===== src/rtl/txp_pkg.sv =====
package txp_pkg;

  // Per-cycle strobes from control to datapath
  typedef struct packed {
    logic capture;   // accept a new input bit into stage 1
    logic emit;      // quantize stage 1 and emit a code
    logic cfgLoad;   // a weight write is allowed this cycle
  } strobe_t;

endpackage


===== src/rtl/txp_coef_bank.sv =====
module txp_coef_bank #(
  parameter int NUM_TAPS = 10,
  parameter int COEF_W   = 8,
  parameter int ADDR_W   = 4
) (
  input  logic                         clk,
  input  logic                         rstN,
  input  logic                         cfgLoad,
  input  logic [ADDR_W-1:0]            cfgAddr,
  input  logic [COEF_W-1:0]            cfgData,
  output logic [NUM_TAPS*COEF_W-1:0]   coefFlat
);

  // slot i holds the weight for address i+1 (slot 0 = first post-cursor)
  generate
    for (genvar i = 0; i < NUM_TAPS; i++) begin : g_reg
      logic [COEF_W-1:0] regQ;
      always_ff @(posedge clk or negedge rstN) begin
        if (!rstN)                                     regQ <= '0;
        else if (cfgLoad && cfgAddr == ADDR_W'(i + 1)) regQ <= cfgData;
      end
      assign coefFlat[i*COEF_W +: COEF_W] = regQ;
    end
  endgenerate

  // writes to unmapped addresses leave every weight untouched
  a_r6_stray_addr: assert property (@(posedge clk) disable iff (!rstN)
    (cfgLoad && (cfgAddr == '0 || cfgAddr > ADDR_W'(NUM_TAPS))) |=> $stable(coefFlat));

endmodule


===== src/rtl/txp_ctrl.sv =====
module txp_ctrl
  import txp_pkg::*;
#(
  parameter int SETTLE = 10
) (
  input  logic    clk,
  input  logic    rstN,
  input  logic    enable,
  input  logic    cfgWr,
  output strobe_t strb,
  output logic    symValid
);

  localparam int CNT_W = $clog2(SETTLE + 1);

  logic             s1Full;
  logic [CNT_W-1:0] emitCnt;

  assign strb = '{capture: enable, emit: enable & s1Full, cfgLoad: cfgWr & ~enable};

  always_ff @(posedge clk or negedge rstN) begin
    if (!rstN) begin
      s1Full   <= 1'b0;
      emitCnt  <= '0;
      symValid <= 1'b0;
    end else begin
      if (enable) s1Full <= 1'b1;
      if (strb.emit) begin
        symValid <= (emitCnt == CNT_W'(SETTLE));
        if (emitCnt != CNT_W'(SETTLE)) emitCnt <= emitCnt + 1'b1;
      end
    end
  end

  // once set, the flag stays until reset
  a_r9_valid_sticky: assert property (@(posedge clk) disable iff (!rstN)
    symValid |=> symValid);

  // idle cycles do not move the flag
  a_r5_valid_hold: assert property (@(posedge clk) disable iff (!rstN)
    !enable |=> $stable(symValid));

endmodule


===== src/rtl/txp_datapath.sv =====
module txp_datapath
  import txp_pkg::*;
#(
  parameter int NUM_TAPS    = 10,
  parameter int COEF_W      = 8,
  parameter int CODE_W      = 3,
  parameter int DATA_WEIGHT = 128,
  parameter int FS_LOG2     = 8,
  parameter int ACC_W       = 17
) (
  input  logic                       clk,
  input  logic                       rstN,
  input  strobe_t                    strb,
  input  logic                       dataIn,
  input  logic                       precodeOn,
  input  logic [NUM_TAPS*COEF_W-1:0] coefFlat,
  output logic [CODE_W-1:0]          symOut
);

  localparam int LEVELS = 1 << CODE_W;
  localparam int HIST_D = NUM_TAPS - 1;               // delays 2..NUM_TAPS
  localparam int STEP   = (1 << FS_LOG2) >> CODE_W;
  localparam int PROD_W = COEF_W + CODE_W + 1;
  localparam logic [CODE_W-1:0] MID_CODE = CODE_W'(LEVELS / 2);

  logic [CODE_W-1:0]        hist [HIST_D];            // hist[0] = code two symbols back at capture
  logic signed [PROD_W-1:0] prod [HIST_D];
  logic signed [ACC_W-1:0]  accNext, accQ;
  logic signed [COEF_W-1:0] h1;
  logic                     prevBit, s1Bit, s1Bypass;
  logic [LEVELS-2:0]        thermo;
  logic [CODE_W-1:0]        qCode, emitCode;

  assign h1 = coefFlat[COEF_W-1:0];

  // one signed product per feedback delay
  generate
    for (genvar j = 0; j < HIST_D; j++) begin : g_tap
      logic signed [COEF_W-1:0] w;
      logic signed [CODE_W:0]   dec;
      assign w       = coefFlat[(j+1)*COEF_W +: COEF_W];
      assign dec     = $signed({1'b0, hist[j]});
      assign prod[j] = PROD_W'(w) * PROD_W'(dec);
    end
  endgenerate

  always_comb begin
    accNext = dataIn ? ACC_W'(DATA_WEIGHT) : '0;
    if (prevBit) accNext = accNext - ACC_W'(h1);
    for (int j = 0; j < HIST_D; j++) accNext = accNext + ACC_W'(prod[j]);
  end

  // flash-style requantizer: thermometer compare, then count
  generate
    for (genvar t = 1; t < LEVELS; t++) begin : g_thr
      localparam logic signed [ACC_W-1:0] THR = ACC_W'(t * STEP);
      assign thermo[t-1] = (accQ >= THR);
    end
  endgenerate

  always_comb begin
    qCode = '0;
    for (int i = 0; i < LEVELS - 1; i++) qCode = qCode + CODE_W'(thermo[i]);
  end

  assign emitCode = s1Bypass ? {CODE_W{s1Bit}} : qCode;

  always_ff @(posedge clk or negedge rstN) begin
    if (!rstN) begin
      prevBit  <= 1'b0;
      s1Bit    <= 1'b0;
      s1Bypass <= 1'b0;
      accQ     <= '0;
      symOut   <= MID_CODE;
      for (int j = 0; j < HIST_D; j++) hist[j] <= MID_CODE;
    end else begin
      if (strb.capture) begin
        accQ     <= accNext;
        prevBit  <= dataIn;
        s1Bit    <= dataIn;
        s1Bypass <= !precodeOn;
      end
      if (strb.emit) begin
        symOut  <= emitCode;
        hist[0] <= emitCode;
        for (int j = 1; j < HIST_D; j++) hist[j] <= hist[j-1];
      end
    end
  end

  // no emit strobe, no output change
  a_r5_code_hold: assert property (@(posedge clk) disable iff (!rstN)
    !strb.emit |=> $stable(symOut));

  // bypassed symbols leave at full swing
  a_r8_bypass_swing: assert property (@(posedge clk) disable iff (!rstN)
    (strb.emit && s1Bypass) |=> (symOut == '0 || symOut == '1));

  // sums at or above the top threshold give the top code
  a_r3_top_sat: assert property (@(posedge clk) disable iff (!rstN)
    (strb.emit && !s1Bypass && accQ >= ACC_W'((LEVELS-1) * STEP)) |=> (symOut == CODE_W'(LEVELS-1)));

  // the newest history entry is the code just emitted
  a_r4_hist_tracks: assert property (@(posedge clk) disable iff (!rstN)
    strb.emit |=> (hist[0] == symOut));

endmodule


===== src/rtl/tx_precoder.sv =====
module tx_precoder
  import txp_pkg::*;
#(
  parameter int NUM_TAPS    = 10,
  parameter int COEF_W      = 8,
  parameter int CODE_W      = 3,
  parameter int DATA_WEIGHT = 128,
  parameter int FS_LOG2     = 8
) (
  input  logic                           clk,
  input  logic                           rstN,
  input  logic                           enable,
  input  logic                           dataIn,
  input  logic                           precodeOn,
  input  logic                           cfgWr,
  input  logic [$clog2(NUM_TAPS+1)-1:0]  cfgAddr,
  input  logic [COEF_W-1:0]              cfgData,
  output logic [CODE_W-1:0]              symOut,
  output logic                           symValid
);

  localparam int ADDR_W = $clog2(NUM_TAPS + 1);
  localparam int ACC_W  = COEF_W + CODE_W + $clog2(NUM_TAPS) + 2;

  strobe_t                    strb;
  logic [NUM_TAPS*COEF_W-1:0] coefFlat;

  txp_ctrl #(.SETTLE(NUM_TAPS)) u_ctrl (
    .clk(clk), .rstN(rstN), .enable(enable), .cfgWr(cfgWr),
    .strb(strb), .symValid(symValid)
  );

  txp_coef_bank #(.NUM_TAPS(NUM_TAPS), .COEF_W(COEF_W), .ADDR_W(ADDR_W)) u_bank (
    .clk(clk), .rstN(rstN), .cfgLoad(strb.cfgLoad), .cfgAddr(cfgAddr),
    .cfgData(cfgData), .coefFlat(coefFlat)
  );

  txp_datapath #(.NUM_TAPS(NUM_TAPS), .COEF_W(COEF_W), .CODE_W(CODE_W),
                 .DATA_WEIGHT(DATA_WEIGHT), .FS_LOG2(FS_LOG2), .ACC_W(ACC_W)) u_dp (
    .clk(clk), .rstN(rstN), .strb(strb), .dataIn(dataIn), .precodeOn(precodeOn),
    .coefFlat(coefFlat), .symOut(symOut)
  );

  // a write offered during streaming changes no weight
  a_r7_busy_write: assert property (@(posedge clk) disable iff (!rstN)
    (cfgWr && enable) |=> $stable(coefFlat));

endmodule


===== config.mk =====
export PLATFORM = sky130hd
export DESIGN_NAME = tx_precoder
export DESIGN_NICKNAME = d
export VERILOG_FILES = /design/src/rtl/txp_pkg.sv /design/src/rtl/txp_coef_bank.sv /design/src/rtl/txp_ctrl.sv /design/src/rtl/txp_datapath.sv /design/src/rtl/tx_precoder.sv
export SDC_FILE = /design/constraint.sdc
export NUM_CORES = 1
export LEC_CHECK = 0
export BUFFER_PORTS_ARGS = -buffer_cell sky130_fd_sc_hd__buf_2
export CORE_MARGIN = 2
export CORE_UTILIZATION = 40
export DETAILED_ROUTE_END_ITERATION = 10
export PLACE_DENSITY = 0.54
export RECOVER_POWER = 100
export SLEW_MARGIN = 0
export SYNTH_ARGS = -nofsm -noshare
export SYNTH_HDL_FRONTEND = slang
export SYNTH_SLANG_ARGS = --single-unit

===== constraint.sdc =====
create_clock -name clk -period 9.45 [get_ports clk]
set_clock_uncertainty 0.1 [all_clocks]
set_input_delay 0 -clock clk [delete_from_list [all_inputs] [get_ports clk]]
set_output_delay 0 -clock clk [all_outputs]
set_load 0.02 [all_outputs]

== After elaboration in Yosys (flattened, before gate mapping) ==
Cells that the tools add are included.

* Add/subtract/negate cells: 17
* $mul: 9
* Order comparisons: 7
* Equal/unequal tests: 12
* Muxes and demuxes: 3
* Bitwise logic cells: 3
* Reduce and logical (&&, ||, !) cells: 12

{| class="wikitable"
|+ Operator list
! kind !! number
|-
| 17-bit by 12-bit adder with 17-bit output || 9
|-
| 8-bit by 4-bit multiplier with 12-bit output || 9
|-
| 17-bit by 9-bit >= comparator with 1-bit output (second input constant) || 4
|-
| 17-bit by 8-bit >= comparator with 1-bit output (second input constant) || 2
|-
| 17-bit by 7-bit >= comparator with 1-bit output (second input constant) || 1
|-
| 17-bit two-way mux || 1
|-
| 4-bit by 3-bit equality test with 1-bit output (second input constant) || 4
|-
| 4-bit equality test (second input constant) || 4
|-
| 3-bit by 1-bit adder with 3-bit output || 5
|-
| 1-bit logical AND || 10
|-
| 9-bit by 8-bit subtractor with 10-bit output || 1
|-
| 4-bit by 2-bit equality test with 1-bit output (second input constant) || 2
|-
| 8-bit two-way mux || 1
|-
| 4-bit by 1-bit adder with 4-bit output (second input constant) || 1
|-
| 4-bit by 1-bit equality test with 1-bit output (second input constant) || 1
|-
| 4-bit != test (second input constant) || 1
|-
| 3-bit two-way mux || 1
|-
| 1-bit by 1-bit adder with 2-bit output || 1
|-
| 1-bit bitwise AND || 2
|-
| 2-bit AND reduction || 1
|-
| 1-bit logical NOT || 1
|-
| 1-bit NOT || 1
|}

* Bits in registers: 132
* Input bits: 18

== Longest topological paths before layout ==
* Word-level depth: 12
* Mapped depth: 25

== Cells and area by module ==
From an unflattened synthesis, not the netlist that was laid out.

* Cell total of the unflattened synthesis: 1408
* Area, all modules: 15242.1 µm²

{| class="wikitable"
|+ By module, submodules not included
! module !! instances !! cells an instance !! area each (µm²) !! seq. area each (µm²)
|-
| txp_datapath || 1 || 1195 || 11771.3 || 1037.2
|-
| txp_coef_bank || 1 || 188 || 3164.3 || 2001.9
|-
| txp_ctrl || 1 || 25 || 306.5 || 150.1
|}

== Least setup slack after synthesis ==
OpenSTA, ideal clock, no wires.

* Path kind: register to register
* Start: reg u_dp.hist (netlist bit u_dp.g_tap[5].dec[2])
* End: reg u_dp.accQ[15]
* Setup time: 71 ps
* Data arrival time: 6502 ps
* Path slack: 2777 ps
* Stages on the path, launching flop included: 22
* Path buffers: 1
* Period minus slack after synthesis: 6673 ps
* Cells stage by stage: dfstp_2 > clkbuf_1 > nand2_1 > fa_1 > inv_1 > fa_1 > inv_1 > fa_1 > inv_1 > fa_1 > fa_1 > fa_1 > fa_1 > inv_1 > fa_1 > inv_1 > ha_1 > a21oi_2 > o21a_1 > a221oi_1 > or4b_1 > nand4_1

* Word-level cells in the longest chain between the ends: 5

{| class="wikitable"
|+ RTL lines
! item !! RTL line !! source
|-
| from (decl) || txp_datapath.sv:26 || <nowiki>logic [CODE_W-1:0] hist [HIST_D];</nowiki>
|-
| 8-bit by 4-bit multiplier with 12-bit output || txp_datapath.sv:43 || <nowiki>assign prod[j] = PROD_W'(w) * PROD_W'(dec);</nowiki>
|-
| 17-bit by 12-bit adder with 17-bit output (4 in series) || txp_datapath.sv:50 || <nowiki>for (int j = 0; j < HIST_D; j++) accNext = accNext + ACC_W'(prod[j]);</nowiki>
|-
| to (signal assigned) || txp_datapath.sv:78 || <nowiki>accQ <= accNext;</nowiki>
|-
| to (decl) || txp_datapath.sv:28 || <nowiki>logic signed [ACC_W-1:0] accNext, accQ;</nowiki>
|}

Every way passes these cells.
A chain may end at the register's enable or synchronous reset.

== Final worst setup path ==
* Start: reg u_dp.hist (netlist bit u_dp.g_tap[2].dec[1])
* End: reg u_dp.accQ[16]

* Word-level cells in the longest chain between the ends: 8

{| class="wikitable"
|+ RTL lines
! item !! RTL line
|-
| 8-bit by 4-bit multiplier with 12-bit output || txp_datapath.sv:43
|-
| 17-bit by 12-bit adder with 17-bit output (7 in series) || txp_datapath.sv:50
|}

Every way passes these cells.

==> qor.yml <==
syn_inst: 1438
synthesis.nets: 1851
synth-seq-cells: 127
crit_type: "reg -> reg"
outcome: "finished, violations left"
grt_max_degree: 68
synthFlopType: "dfrtp_1"
synth_area_um2: 15300
numPortBuffers: 21
dr.pass1.iters: 5
worst_pin_slew_ns: 4.19
rsz0062_at_grt: "no"
clkTransAtPathRegs_ns: 0.06
start_util_pct: 40.5
fin_crit_ns: 7.14
worstSetupEndpointType: "register"
fin_nets: 1881
yosysUniqueCellTypes: 61
die_height_um: 199
cts_buffers: 17
multi_input_area_um2: 10500
avgSynthCellArea_um2: 10.6
final.period_utilization_pct: 75.5
cts_root_buf: "clkbuf_16"
coreArea_um2: 37700
nFillCells: 3667
drtIter0Drc: 391
maxCapViolations: 2
max_slew_margin_pct: -179
crit_arrival_ns: 7.38
report.final.setup_viol: 0
regArea_um2: 3190
cts_buffer_depth: 2
antenna_found_initial: 3
drc: 0
htree_levels: 4
grt-ovfl-total: 0
final.setup.tns_ns: 0
syn_to_final_growth_pct: 8.60
drt_wl_total_mm: 34.3
yosysSeqAreaShare_pct: 20.9
rows: 71
hp-class: "in -> reg"
num_io_pins: 22
cp_max_fo: 10
tritoncts: "yes"
via_count: 9255
hold_viol_final: 0
die_w_um: 199
gp_congestion: 0.818
grt_pass1_vias: 10100
layout_commonest_cell: "inv_1"
async_flop_share_pct: 100
final_max_slew_viol_count: 130
drive_gt1_share_pct: 11.5
timing.fmax_ghz: 0.140
gr-usage-all-layers_pct: 19.3
hold_buffers: 13
grt_pass1_wl_mm: 57.4
crit_required_ns: 9.70
synth-edff-count: 0
ant_nets: 0
ff2ff_path_depth: 21
violations: "max-capacitance violations, max-slew violations"
ys_warn_count: 0
postCtsSetupRepairBufs: 0
cts.sinks: 127
worstSetupStartpointType: "register"
wl_per_cell_um: 17.2
drt-vias-per-instance: 4.64
clock_latency_ns: 0.44
final_cell_mix: "inv_1 (384), fa_1 (260), and2_1 (179)"
cts_resized: 0
hpwl_mm: 28.9
dieArea_um2: 39700
hold_depth: 4
-- kinds of logic (layout without fill, tap and decap cells) --
| group | after synthesis | in the layout | synth area share (%) |
|---|---|---|---|
| buffers and inverters | 410 | 453 | 10.2 |
| AOI/OAI and AO/OA | 66 | 66 | 2.78 |
| DFF | 127 | 127 | 20.9 |
| xor gates and xnor gates | 15 | 15 | 0.861 |
| adders and majority gates | 395 | 395 | 45.2 |
| muxes | 113 | 113 | 8.31 |
| other | 0 | 2 | 0 |
| and+or+nand+nor | 312 | 312 | 11.8 |
-- state kept, by name, summed over array words and instances (netlist names) --
signal / cells
u_ctrl.symValid: 1
u_dp.prevBit: 1
u_ctrl.emitCnt: 4
u_ctrl.s1Full: 1
u_dp.accQ: 12
u_dp.s1Bypass: 1
u_dp.g_tap.dec: 27
u_bank.g.regQ: 80
-- cell usage after synthesis, drive strengths merged, types with 4 or more instances --
library cell / number / area (µm²)
a21o: 5 / 38.8
a21oi: 24 / 124
and2: 183 / 1140
and3: 8 / 51.3
buf: 14 / 71.3
clkbuf: 11 / 41.3
dfrtp: 118 / 2950
dfstp: 9 / 236
fa: 260 / 5200
ha: 135 / 1690
inv: 384 / 1440
mux2: 110 / 1240
nand2: 72 / 295
nand3: 4 / 20.0
nand4: 5 / 31.3
nor2: 14 / 52.6
nor4: 4 / 25.0
o21ai: 14 / 70.1
o31ai: 4 / 35.0
xnor2: 12 / 105
-- metrics by stage --
step                      setup slack [ns]  cell area (µm²)  std cells  utilization (%)  hold slack (ns)
final                                 2.31            16600       1994             44.0            0.184
after floorplan                       2.78            15300       1438                -           -0.396
after CTS                             2.35            16600       1992             44.2           0.0545
after global placement                2.43            15900       1947             42.3          -0.0279
after global routing                  1.51            16600       1992             44.0            0.198
after detailed placement              2.38            15900       1947             42.3          -0.0269
-- worst max-delay path: stages (launching register included) --
cell and delay [ns]:
dfrtp_1 0.52, and2_0 0.23, inv_1 0.08, fa_1 0.58
inv_1 0.07, fa_1 0.54, inv_1 0.08, fa_1 0.55
inv_1 0.06, fa_1 0.48, fa_1 0.56, inv_1 0.08
fa_1 0.55, fa_1 0.53, fa_1 0.54, inv_1 0.04
ha_1 0.36, a21o_2 0.23, a31o_2 0.21, a221oi_1 0.31
a21oi_1 0.11, o31ai_1 0.22
-- worst paths after layout --
path,startpoint,endpoint,slack (ns)
worst max-delay path,u_dp.g_tap[2].dec[1]$_DFFE_PN0P_,u_dp.accQ[16]$_DFFE_PN0P_,2.31
worst min-delay path,cfgAddr[1],u_bank.g_reg[7].regQ[0]$_DFFE_PN0P_,0.18
worst max register to register,u_dp.g_tap[2].dec[1]$_DFFE_PN0P_,u_dp.accQ[16]$_DFFE_PN0P_,2.31
worst min register to register,u_dp.accQ[13]$_DFFE_PN0P_,u_dp.accQ[13]$_DFFE_PN0P_,0.37
max in group asynchronous,rstN,u_bank.g_reg[4].regQ[5]$_DFFE_PN0P_,2.91
min in group asynchronous,rstN,u_bank.g_reg[1].regQ[7]$_DFFE_PN0P_,1.47
-- metal layers --
layer | wire length (µm) | global-route usage [%] | share of wire [%]
met1 | 15800 | 26.7 | 46
met2 | 17300 | 32.7 | 50
met3 | 847 | 2.45 | 2.5
met4 | 382 | 4.20 | 1.1
met5 | 0 | 0 | 0
-- final cells by class --
| type | instances | share of cell area (%) |
|---|---|---|
| Tap cell | 511 | 3.86 |
| Antenna cell | 2 | 0.0302 |
| Sequential cell | 127 | 19.2 |
| Timing Repair Buffer | 36 | 1.45 |
| Clock buffer | 22 | 2.74 |
| Multi-Input combinational cell | 901 | 63.1 |
| Clock inverter | 10 | 0.830 |
| Inverter | 385 | 8.72 |
Power is not shown: default switching activity piles up to over one toggle a cycle in this logic, so the estimate is an artifact.
